`src/rtl/sbs_pkg.sv`:
```
package sbs_pkg;

    typedef enum logic [2:0] {
        BL_ONE  = 3'd0,
        BL_TWO  = 3'd1,
        BL_FOUR = 3'd2,
        BL_EGT  = 3'd3,
        BL_PAGE = 3'd7
    } bl_code_e;

    typedef enum logic {
        DIR_RD = 1'b0,
        DIR_WR = 1'b1
    } beat_dir_e;

    // log2 of the burst length; reserved codes behave as a single beat
    function automatic logic [1:0] bl_log2(input logic [2:0] code);
        case (code)
            BL_TWO:  return 2'd1;
            BL_FOUR: return 2'd2;
            BL_EGT:  return 2'd3;
            default: return 2'd0;
        endcase
    endfunction

    function automatic logic bl_is_page(input logic [2:0] code);
        return code == BL_PAGE;
    endfunction

endpackage

```
`src/rtl/sbs_col_gen.sv`:
```
module sbs_col_gen
    import sbs_pkg::*;
#(
    parameter int COL_W = 9
) (
    input  logic             clk,
    input  logic             rst,
    input  logic             cmd_valid,
    input  logic             cmd_write,
    input  logic [COL_W-1:0] cmd_col,
    input  logic             cmd_stop,
    input  logic [2:0]       bl_sel,
    input  logic             burst_ilv,
    output logic             beat_valid,
    output logic             beat_write,
    output logic [COL_W-1:0] beat_col
);

    typedef struct packed {
        logic             act;
        beat_dir_e        dir;
        logic             page;
        logic             ilv;
        logic [1:0]       lg;
        logic [COL_W-1:0] start;
        logic [COL_W-1:0] idx;
    } burst_t;

    burst_t cur, nxt;

    logic [COL_W-1:0] blk_mask;
    logic [COL_W-1:0] offs;
    logic [COL_W-1:0] cont_col;

    always_comb begin
        blk_mask = cur.page ? {COL_W{1'b1}} : COL_W'((1 << cur.lg) - 1);
        offs     = (cur.ilv && !cur.page) ? (cur.start ^ cur.idx)
                                          : (cur.start + cur.idx);
        cont_col = (cur.start & ~blk_mask) | (offs & blk_mask);
    end

    always_comb begin
        beat_valid = 1'b0;
        beat_write = 1'b0;
        beat_col   = '0;
        if (cmd_valid) begin
            beat_valid = 1'b1;
            beat_write = cmd_write;
            beat_col   = cmd_col;
        end else if (!cmd_stop && cur.act) begin
            beat_valid = 1'b1;
            beat_write = (cur.dir == DIR_WR);
            beat_col   = cont_col;
        end
    end

    always_comb begin
        nxt = cur;
        if (cmd_valid) begin
            nxt.dir   = cmd_write ? DIR_WR : DIR_RD;
            nxt.page  = bl_is_page(bl_sel);
            nxt.ilv   = burst_ilv;
            nxt.lg    = bl_log2(bl_sel);
            nxt.start = cmd_col;
            nxt.idx   = COL_W'(1);
            nxt.act   = bl_is_page(bl_sel) || (bl_log2(bl_sel) != 2'd0);
        end else if (cmd_stop) begin
            nxt.act = 1'b0;
        end else if (cur.act) begin
            nxt.idx = cur.idx + COL_W'(1);
            if (!cur.page && cur.idx == blk_mask) begin
                nxt.act = 1'b0;
            end
        end
    end

    always_ff @(posedge clk) begin
        if (rst) begin
            cur <= '0;
        end else begin
            cur <= nxt;
        end
    end

endmodule

```
`src/rtl/sbs_rd_pipe.sv`:
```
module sbs_rd_pipe #(
    parameter int CL_MAX = 3,
    localparam int CLW   = $clog2(CL_MAX + 1)
) (
    input  logic           clk,
    input  logic           rst,
    input  logic           rd_issue,
    input  logic           dqm,
    input  logic [CLW-1:0] cas_lat,
    output logic           rd_beat,
    output logic           rd_valid
);

    localparam int MASK_DLY = 2;

    logic [CL_MAX:0]   stage;
    logic [MASK_DLY:0] mstage;
    logic [CLW-1:0]    cl_eff;

    assign stage[0]  = rd_issue;
    assign mstage[0] = dqm;

    for (genvar k = 1; k <= CL_MAX; k++) begin : g_lat
        always_ff @(posedge clk) begin
            if (rst) stage[k] <= 1'b0;
            else     stage[k] <= stage[k-1];
        end
    end

    for (genvar k = 1; k <= MASK_DLY; k++) begin : g_mask
        always_ff @(posedge clk) begin
            if (rst) mstage[k] <= 1'b0;
            else     mstage[k] <= mstage[k-1];
        end
    end

    always_comb begin
        if (cas_lat == '0)                   cl_eff = CLW'(1);
        else if (int'(cas_lat) > CL_MAX)     cl_eff = CLW'(CL_MAX);
        else                                 cl_eff = cas_lat;
    end

    assign rd_beat  = stage[cl_eff];
    assign rd_valid = rd_beat && !mstage[MASK_DLY];

endmodule

```
`src/rtl/sdr_burst_seq.sv`:
```
module sdr_burst_seq #(
    parameter int COL_W  = 9,
    parameter int CL_MAX = 3,
    localparam int CLW   = $clog2(CL_MAX + 1)
) (
    input  logic             clk,
    input  logic             rst,
    input  logic             cmd_valid,
    input  logic             cmd_write,
    input  logic [COL_W-1:0] cmd_col,
    input  logic             cmd_stop,
    input  logic [2:0]       bl_sel,
    input  logic             burst_ilv,
    input  logic [CLW-1:0]   cas_lat,
    input  logic             dqm,
    output logic             beat_valid,
    output logic             beat_write,
    output logic [COL_W-1:0] beat_col,
    output logic             wr_en,
    output logic             rd_beat,
    output logic             rd_valid,
    output logic             dq_hiz
);

    sbs_col_gen #(.COL_W(COL_W)) u_col (
        .clk        (clk),
        .rst        (rst),
        .cmd_valid  (cmd_valid),
        .cmd_write  (cmd_write),
        .cmd_col    (cmd_col),
        .cmd_stop   (cmd_stop),
        .bl_sel     (bl_sel),
        .burst_ilv  (burst_ilv),
        .beat_valid (beat_valid),
        .beat_write (beat_write),
        .beat_col   (beat_col)
    );

    sbs_rd_pipe #(.CL_MAX(CL_MAX)) u_rd (
        .clk      (clk),
        .rst      (rst),
        .rd_issue (beat_valid && !beat_write),
        .dqm      (dqm),
        .cas_lat  (cas_lat),
        .rd_beat  (rd_beat),
        .rd_valid (rd_valid)
    );

    // write mask acts in the cycle it is sampled
    assign wr_en  = beat_valid && beat_write && !dqm;
    assign dq_hiz = !rd_valid;

endmodule

```
`config.mk`:
```
export PLATFORM = sky130hd
export DESIGN_NAME = sdr_burst_seq
export DESIGN_NICKNAME = d
export VERILOG_FILES = /design/src/rtl/sbs_pkg.sv /design/src/rtl/sbs_col_gen.sv /design/src/rtl/sbs_rd_pipe.sv /design/src/rtl/sdr_burst_seq.sv
export SDC_FILE = /design/constraint.sdc
export NUM_CORES = 1
export LEC_CHECK = 0
export BUFFER_PORTS_ARGS = -buffer_cell sky130_fd_sc_hd__buf_2
export CELL_PAD_IN_SITES_DETAIL_PLACEMENT = 2
export CELL_PAD_IN_SITES_GLOBAL_PLACEMENT = 2
export CORE_MARGIN = 8
export CORE_UTILIZATION = 30
export CTS_BUF_LIST = sky130_fd_sc_hd__clkbuf_8
export DETAILED_ROUTE_END_ITERATION = 16
export PLACE_DENSITY_LB_ADDON = 0.2
export SLEW_MARGIN = 10
export SYNTH_ARGS = -nofsm -noshare
export SYNTH_HDL_FRONTEND = slang
export SYNTH_HIERARCHICAL = 1
export SYNTH_SLANG_ARGS = --single-unit
```
`constraint.sdc`:
```
create_clock -name clk -period 2.2 [get_ports clk]
set_clock_uncertainty 0.2 [all_clocks]
set_input_delay 0.22 -clock clk [delete_from_list [all_inputs] [get_ports clk]]
set_output_delay 0.22 -clock clk [all_outputs]
set_load 0.005 [all_outputs]
```
After elaboration in Yosys (flattened, before gate mapping)
Index checks and enable logic that the tools add are counted.

operators by class
  shifts and indexed selects = 1
  magnitude comparators = 1
  div/mod/pow operators = 0
  reduce and logical (&&, ||, !) cells = 20
  equality and inequality tests = 6
  bitwise operators = 6
  multipliers = 0
  muxes and demuxes = 21
  add/subtract/negate cells = 3

operator list
  operator               number
  $mux W9                4
  $and A9 B9 Y9          2
  $mux W1                13
  $add A9 B1 Y9 const B  1
  $add A9 B9 Y9          1
  $eq A9 B9 Y1           1
  $not A9 Y9             1
  $or A9 B9 Y9           1
  $shl A1 B2 Y9 const A  1
  $sub A9 B2 Y9 const B  1
  $xor A9 B9 Y9          1
  $logic_and A1 B1 Y1    7
  $eq A3 B2 Y1 const B   2
  $logic_not A1 Y1       6
  $pmux W2 S3            1
  $mux W2                2
  $reduce_and A2 Y1      2
  $reduce_bool A2 Y1     2
  $eq A3 B1 Y1 const B   1
  $eq A3 B3 Y1 const B   1
  $lt A2 B3 Y1 const B   1
  $bmux W1 S2            1
  $logic_not A2 Y1       1
  $ne A2 B2 Y1 const B   1
  other kinds (3)        3

storage, ports and cells
  memories kept = 0
  logic and storage cells = 71
  output and inout port bits = 15
  register bits after elaboration = 29
  bits in read-only memories = 0
  bits in latches = 0
  memory bits (writable) = 0
  input bits = 21

Depth between registers and ports, before layout
Gate-level depths: netlist of the first run.

  word-level depth = 10
  depth in mapped cells = 8
  mapped depth without buffers = 8

By module
The synthesis of the first run kept the hierarchy.

modules (own cells, without submodules)
  module         area each (µm²)  times used  cells an instance  seq. area each (µm²)
  sbs_col_gen    1676.6           1           211                480.5
  sbs_rd_pipe    162.7            1           14                 100.1
  sdr_burst_seq  22.5             1           3                  0.0

Worst setup path after synthesis of the first run
Ideal clock, no wire load.

  kind = register to output
  start = reg u_col/cur[0] in the netlist's numbering
  end = out beat_col[8]
  path buffers = 0
  setup slack = -50 ps
  cell stages (with the launch flop) = 9
  arrival = 1830 ps
  required time = 1780 ps
  path through = dfxtp_1 > ha_1 > fa_1 > a21o_1 > a21oi_1 > o21ai_0 > o221ai_1 > o21ai_0 > nand3_2

between the ends
  cells in the longest elaborated chain, start to end = 6

ends and longest elaborated chain
  element                   RTL line             source
  start: declaration        sbs_col_gen.sv:29    burst_t cur, nxt;
  start signal: assignment  sbs_col_gen.sv:81    cur <= nxt;
  $add A9 B9 Y9             sbs_col_gen.sv:38    : (cur.start + cur.idx);
  $mux W9                   sbs_col_gen.sv:37    offs = (cur.ilv && !cur.page) ? (cur.start ^ cur.idx)
  $and A9 B9 Y9             sbs_col_gen.sv:39    cont_col = (cur.start & ~blk_mask) | (offs & blk_mask);
  $or A9 B9 Y9              sbs_col_gen.sv:39
  $mux W9                   sbs_col_gen.sv:50    end else if (!cmd_stop && cur.act) begin
  $mux W9                   sbs_col_gen.sv:46    if (cmd_valid) begin
  end: declaration          sdr_burst_seq.sv:18  output logic [COL_W-1:0] beat_col,

Every way passes these cells.

Final worst setup path of the first run
  start = reg u_col/cur[1] in the netlist's numbering
  end = out beat_col[6]

The elaborated chain is that of the path after synthesis.

==> summary.md, run 1 <==
| Metric | Value |
|---|---|
| Status | `finished with violations` |
| Failing checks | `setup timing` |
| Final GP Congestion | `0.784` |
| Synth unique cells | `45` |
| Post-synthesis async set-or-reset flop share | `0%` |
| Layout cells sized above 1 | `38.7%` |
| Final Setup Violations | `7` |
| Post-synth EDFFs | `0` |
| Dpl hpwl | `4.96 mm` |
| Crit. End Element | `output pin` |
| Grt ovf | `0` |
| WP data arrival | `2.16 ns` |
| Worst-path maximum fanout | `3` |
| Top delay family on crit path | `compound AO/OA/AOI/OAI gates` |
| Clock slew at reported path FFs | `0.07 ns` |
| Post-layout util | `45.2%` |
| Yosys reg bits | `29` |
| Core box area | `5960 sq um` |
| Register-to-register setup slack | `0.38 ns` |
| Slack of the critical path | `-0.378 ns` |
| Worst skew pair latency | `0.28 ns` |
| Pre-CTS WS | `-0.251 ns` |
| Mapped Cells | `228` |
| Tmin final | `2.58 ns` |
| Sink Count | `29` |
| CP required | `1.78 ns` |
| Yosys warnings | `6` |
| # rows | `28` |
| Area grow syn2layout | `44.6%` |
| Vias in the first global route | `2265` |
| H-tree depth | `2` |
| Final hold vios | `0` |
| Post-Route WL | `7.10 mm` |
| Root Buffer | `clkbuf_8` |
| Via density | `5.18` |
| PwrDens | `517 nW/um^2` |
| Vias | `1944` |
| Initial Util | `31.3%` |
| Die X | `94.8 microns` |
| Final period util | `117%` |
| Die ar. | `8980 sq um` |
| I/O Buffers | `35` |
| Top Ports | `36` |
| Sequential share of the synthesized area | `31.2%` |
| First-pass GRT wire length | `11.6 mm` |
| Worst-path cell chain | `buf_6 > fa_2 > a21o_1 > a21oi_4 > o21ai_2 > nand2_1 > xor2_1 > o31ai_1 > buf_2` |
| CTS tree | `built` |
| Synth Flop Type | `dfxtp_1` |
| Filler Cells Inserted | `683` |
| Slew margin rel. | `76.1%` |
| Fin nets | `332` |
| Fin area | `2690 sq um` |
| Hold Path Class | `input port to register` |
| Final antenna-violating net count | `0` |
| TritonCTS Buffers | `5` |
| Iter 0 DRT Violations | `73` |
| Critical path class | `register to output pin` |
| Leakage | `0.00118 uW` |
| Overall track demand over capacity in global routing | `16.8%` |
| Diodes inserted | `0` |
| Startpoint Class | `register` |
| Synth Cell Area | `1860 sq um` |
| Max_cap viols | `0` |
| RSZ-0062 raised after global routing | `yes` |
| Achievable frequency | `388 MHz` |
| Placed cell areas | `2270 sq um` |
| Final slew viol count | `0` |
| Setup TNS | `-2.14 ns` |
| Initial antenna violation count | `0` |
| CTS max path bufs | `2` |
| Worst path bufs/invs | `2` |
| Worst VDD drop | `219 uV` |
| Slowest stage delay, CP | `0.41 ns` |
| Residual DRC count | `0` |
| Worst Tran Pin Value | `0.358 ns` |
| Fin Hold WS | `0.00101 ns` |
| Largest net degree at the start of global routing | `16` |
| Syn Nets | `261` |
| Synthesized area per cell | `8.17 sq um` |
| 1st-pass router iterations | `4` |
| Critical path's slowest cell | `fa_2` |
| Die H | `94.8 microns` |
| Drt wl/cell | `18.9 microns` |
[through the flow]
stage          power, uW  std cells
5_1_grt             1460        375
3_5_place_dp         783        353
6_report            1390        375
2_1_floorplan        686        228
4_1_cts             1400        373
3_3_place_gp         773        353
[where the power goes]
group | internal, uW | switching, uW | total [uW]
logic | 122 | 124 | 246
clock network | 365 | 216 | 580
registers | 544 | 19.5 | 564
[cell families (layout without fill, tap and decap cells)]
| family | after synthesis | count (layout) | share of synthesized area [%] |
|---|---|---|---|
| compound gates | 60 | 60 | 20.0 |
| xor+xnor | 11 | 11 | 5.18 |
| fa+ha+maj | 13 | 13 | 9.01 |
| buf+inv | 20 | 92 | 4.84 |
| flops | 29 | 29 | 31.2 |
| mux | 11 | 11 | 5.91 |
| simple gates | 84 | 84 | 23.9 |
[repair_timing]
action	4_1_cts	5_1_grt
setup endpoints to repair	9	9
pin swaps	15	15
resized for setup	32	18
endpoints found under the hold margin	6	0
setup buffers	7	3
hold buffers	6	0
[final cells by class]
| class | count | area (sq um) | share of cell area [%] |
|---|---|---|---|
| clock buffers | 6 | 82.6 | 3.07 |
| flip-flops and latches | 29 | 593 | 22.0 |
| multi-input cells | 179 | 1340 | 49.7 |
| clock inverters | 2 | 33.8 | 1.26 |
| repair buffers | 75 | 515 | 19.2 |
| inverters | 9 | 33.8 | 1.26 |
| well taps | 75 | 93.8 | 3.49 |
[state kept, by name, indices dropped and copies added (netlist names)]
register     cells
u_rd/mstage      2
u_col/cur       24
u_rd/stage       3
[layer usage]
metal  wire length (microns)  track usage, %  vias up
met1                    3240            19.8      955
met2                    3540            29.7       32
met3                     198            3.41       12
met5                       0               0        -
li1                        -               -      945
met4                     117            4.94        0
[Yosys cell counts, drive strengths merged (3+ instances only)]
cell type	instances	area, sq um
dfxtp	29	581
a21oi	25	125
nor2	23	86.3
nand2	19	71.3
o21ai	14	70.1
ha	11	138
mux2i	11	110
inv	9	33.8
nand2b	9	63.8
clkbuf	8	30.0
xor2	8	70.1
nor2b	7	51.3
nand4	5	31.3
nand3	4	25.0
a211oi	3	27.5
a21o	3	22.5
a32oi	3	26.3
buf	3	26.3
nor3	3	15.0
or3	3	18.8
xnor2	3	26.3
[worst reg2reg max path, delay by kind of cell, from the launching register on]
kind            cells  cell delay [ns]
buf+inv             2             0.24
flops               1             0.35
compound gates      1             0.14
fa+ha+maj           1             0.20
simple gates        3             0.61
[final timing paths]
path / start / end / depth (start not counted)
setup / recovery: u_col/cur[1] / beat_col[6] / 9
hold / removal: cmd_col[2] / u_col/cur[11] / 3
setup reg to reg: u_col/cur[0] / u_col/cur[8] / 7
hold reg to reg: u_rd/mstage[1] / u_rd/mstage[2] / 1
[layout by cell type, fill, tap and decap left out, types with 4 or more instances in the layout]
| master | n |
|---|---|
| nor2b_1 | 5 |
| o21ai_0 | 6 |
| dlygate4sd3_1 | 6 |
| inv_1 | 9 |
| buf_2 | 34 |
| dfxtp_1 | 23 |
| a21oi_2 | 4 |
| buf_6 | 6 |
| a21oi_1 | 19 |
| nand2b_1 | 8 |
| buf_4 | 29 |
| ha_1 | 8 |
| nor2_1 | 22 |
| o21ai_2 | 4 |
| dfxtp_2 | 4 |
| mux2i_1 | 11 |
| xor2_1 | 8 |
| nand4_1 | 5 |
| o21ai_1 | 4 |
| nand2_1 | 18 |
| clkbuf_8 | 6 |
Note: power is estimated with default switching activity, not from simulation.
==> run 2: changes to the inputs <==
Settings changed: CELL_PAD_IN_SITES_DETAIL_PLACEMENT 2 to 1, CELL_PAD_IN_SITES_GLOBAL_PLACEMENT 2 to 1, CORE_UTILIZATION 30 to 38.
==> summary.md, run 2 (synthesized netlist as in run 1, its figures left out) <==
| Metric | Value |
|---|---|
| Register-to-register setup slack | `0.43 ns (+0.05 ns)` |
| Post-Place Cells | `340 (-3.7%)` |
| TritonCTS Buffers | `5 (unchanged)` |
| Largest reg by FF count | `u_col/cur` |
| H-tree depth | `2 (unchanged)` |
| Final antenna-violating net count | `0 (unchanged)` |
| Net Switching | `339 uW (-5.5%)` |
| Hold Path Stages | `3 (unchanged)` |
| WP data arrival | `2.08 ns (-0.08 ns)` |
| Filler Cells Inserted | `568 (-17%)` |
| CP required | `1.78 ns (about the same)` |
| Critical Path Start | `u_col/cur[0]` |
| Clock slew at reported path FFs | `0.06 ns (about the same)` |
| Diodes inserted | `0 (unchanged)` |
| Overall track demand over capacity in global routing | `17.0% (+0.24 points)` |
| R2R depth | `7 (unchanged)` |
| Root Buffer | `clkbuf_8` |
| Slew margin rel. | `69.3% (-6.8 points)` |
| Layout cells sized above 1 | `36.9% (-1.7 points)` |
| Drt wl/cell | `16.7 microns (-12%)` |
| Max_cap viols | `0 (unchanged)` |
| Largest net degree at the start of global routing | `33 (+17)` |
| Non-Filler Instances | `354 (-5.6%)` |
| Final Setup Violations | `7 (unchanged)` |
| Vias in the first global route | `1968 (-13%)` |
| Max Used Layer | `met4` |
| Worst-path maximum fanout | `2 (-1)` |
| Top flop regs | `u_col/cur (24), u_rd/stage (3), u_rd/mstage (2)` |
| CTS tree | `built` |
| Final hold vios | `0 (unchanged)` |
| Dpl hpwl | `4.11 mm (-17%)` |
| Startpoint Class | `register` |
| WL met1 | `2.80 mm (-14%)` |
| CTS max path bufs | `2 (unchanged)` |
| Failing checks | `setup timing` |
| Final GP Congestion | `0.782 (-0.18%)` |
| RSZ-0062 raised after global routing | `yes` |
| 1st-pass router iterations | `4 (unchanged)` |
| Via density | `5.21 (+0.54%)` |
| Worst skew pair latency | `0.28 ns (about the same)` |
| Sequential group share of total power | `45.8% (+5.2 points)` |
| Worst Tran Pin Value | `0.461 ns (+0.103 ns)` |
| Leakage | `0.00110 uW (-6.6%)` |
| Area grow syn2layout | `36.2%` |
| PwrDens | `488 nW/um^2 (-5.4%)` |
| Combinational group share of total power | `18.1% (+0.4 points)` |
| Pre-CTS WS | `-0.134 ns (+0.117 ns)` |
| Grt ovf | `0 (unchanged)` |
| Iter 0 DRT Violations | `101 (+38%)` |
| Status | `finished with violations` |
| Crit. End Element | `output pin` |
| First-pass GRT wire length | `9.97 mm (-14%)` |
| Most common cell after layout, fill and taps aside | `buf_2` |
| Hold Path Class | `input port to register` |
| Final slew viol count | `0 (unchanged)` |
| Residual DRC count | `0 (unchanged)` |
| Reg-to-reg startpoint | `u_col/cur[19]` |
| Critical path class | `register to output pin` |
| I/O Buffers | `35 (unchanged)` |
| Achievable frequency | `400 MHz (+3.2%)` |
| Slack of the critical path | `-0.297 ns (+0.0809 ns)` |
| Clock share of power | `36.1% (-5.6 points)` |
| Worst hold start | `cmd_col[1]` |
| Post-Route WL | `5.92 mm (-17%)` |
| Initial Util | `39.4% (+8.2 points)` |
| Final period util | `114% (-3.7 points)` |
| Sink Count | `29 (unchanged)` |
| Met3 WL | `196 microns (-1.0%)` |
| Commonest cells after routing, fill and taps aside | `buf_2, buf_4, nor2_1, dfxtp_1, a21oi_1` |
| Die X | `86.0 microns (-9.3%)` |
| Die ar. | `7400 sq um (-18%)` |
| Initial antenna violation count | `0 (unchanged)` |
| Tmin final | `2.50 ns (-0.0809 ns)` |
| Switching Share | `27.4% (+1.6 points)` |
| Core box area | `4720 sq um (-21%)` |
| Top Ports | `36 (unchanged)` |
| Worst VDD drop | `321 uV (+47%)` |
| Die H | `86.0 microns (-9.3%)` |
| Fin nets | `320 (-3.6%)` |
| DR WL met2 | `2.82 mm (-20%)` |
| # rows | `25 (-11%)` |
| Fin Hold WS | `0.00376 ns (+0.00275 ns)` |
| Int Pwr | `900 uW (-13%)` |
| Vias | `1845 (-5.1%)` |
| Max reg flops | `24 (unchanged)` |
run 2: changes by cell type in the layout (fill, tap and decap cells not counted), sizes merged:
| cell | previous run | this run |
|---|---|---|
| buf | 69 | 60 |
| dlygate4sd3 | 6 | 3 |
| bufinv | 1 | 0 |
run 2: worst paths after layout:
kind	end
setup / recovery	beat_col[6]
hold / removal	u_col/cur[10]
setup reg to reg	u_col/cur[23]
hold reg to reg	u_rd/mstage[2]
run 2: layer usage:
metal | GRT usage, % | up-vias
met1 | 20.4 | 877
met3 | 4.58 | 10
li1 | - | 927
met4 | 4.94 | 0
met2 | 28.7 | 31
met5 | 0 | -
run 2: worst max-delay path, cell delays in order (launching register included):
cell and delay, ns:
dfxtp_2 0.34, ha_4 0.16, fa_2 0.33, a21o_1 0.20, a21oi_2 0.19, o21ai_2 0.09
nand2_1 0.09, xor2_1 0.07, o31ai_1 0.18, buf_2 0.15
run 2: power by group through the flow:
stage / Clock [uW] / Sequential, uW / Combinational (uW)
2_1_floorplan: 0 / 569 / 118
3_3_place_gp: 0 / 573 / 191
3_5_place_dp: 0 / 575 / 197
4_1_cts: 455 / 566 / 216
5_1_grt: 487 / 569 / 248
6_report: 447 / 567 / 224
run 2: what timing repair did:
item,4_1_cts,5_1_grt
setup buffers,2,3
pin swaps,19,12
hold buffers,3,0
endpoints found under the setup margin,8,9
gates resized for setup,36,9
hold endpoints to repair,3,0
run 2: through the flow:
stage	utilization [%]	TNS, ns	total power (uW)	cell area (sq um)
floorplan	-	0	686	1860
global placement	47.1	-0.329	765	2220
detailed placement	47.1	-0.415	771	2220
CTS	52.5	-1.36	1240	2480
global route	53.7	-2.48	1300	2540
finish	53.7	-1.64	1240	2540
run 2: final cells by class:
class	count	area, sq um	area share, %
repair buffers	63	393	15.5
clock buffers	6	82.6	3.26
multi-input cells	179	1340	52.9
clock inverters	1	3.75	0.148
well taps	67	83.8	3.31
inverters	9	33.8	1.33
flip-flops and latches	29	597	23.5
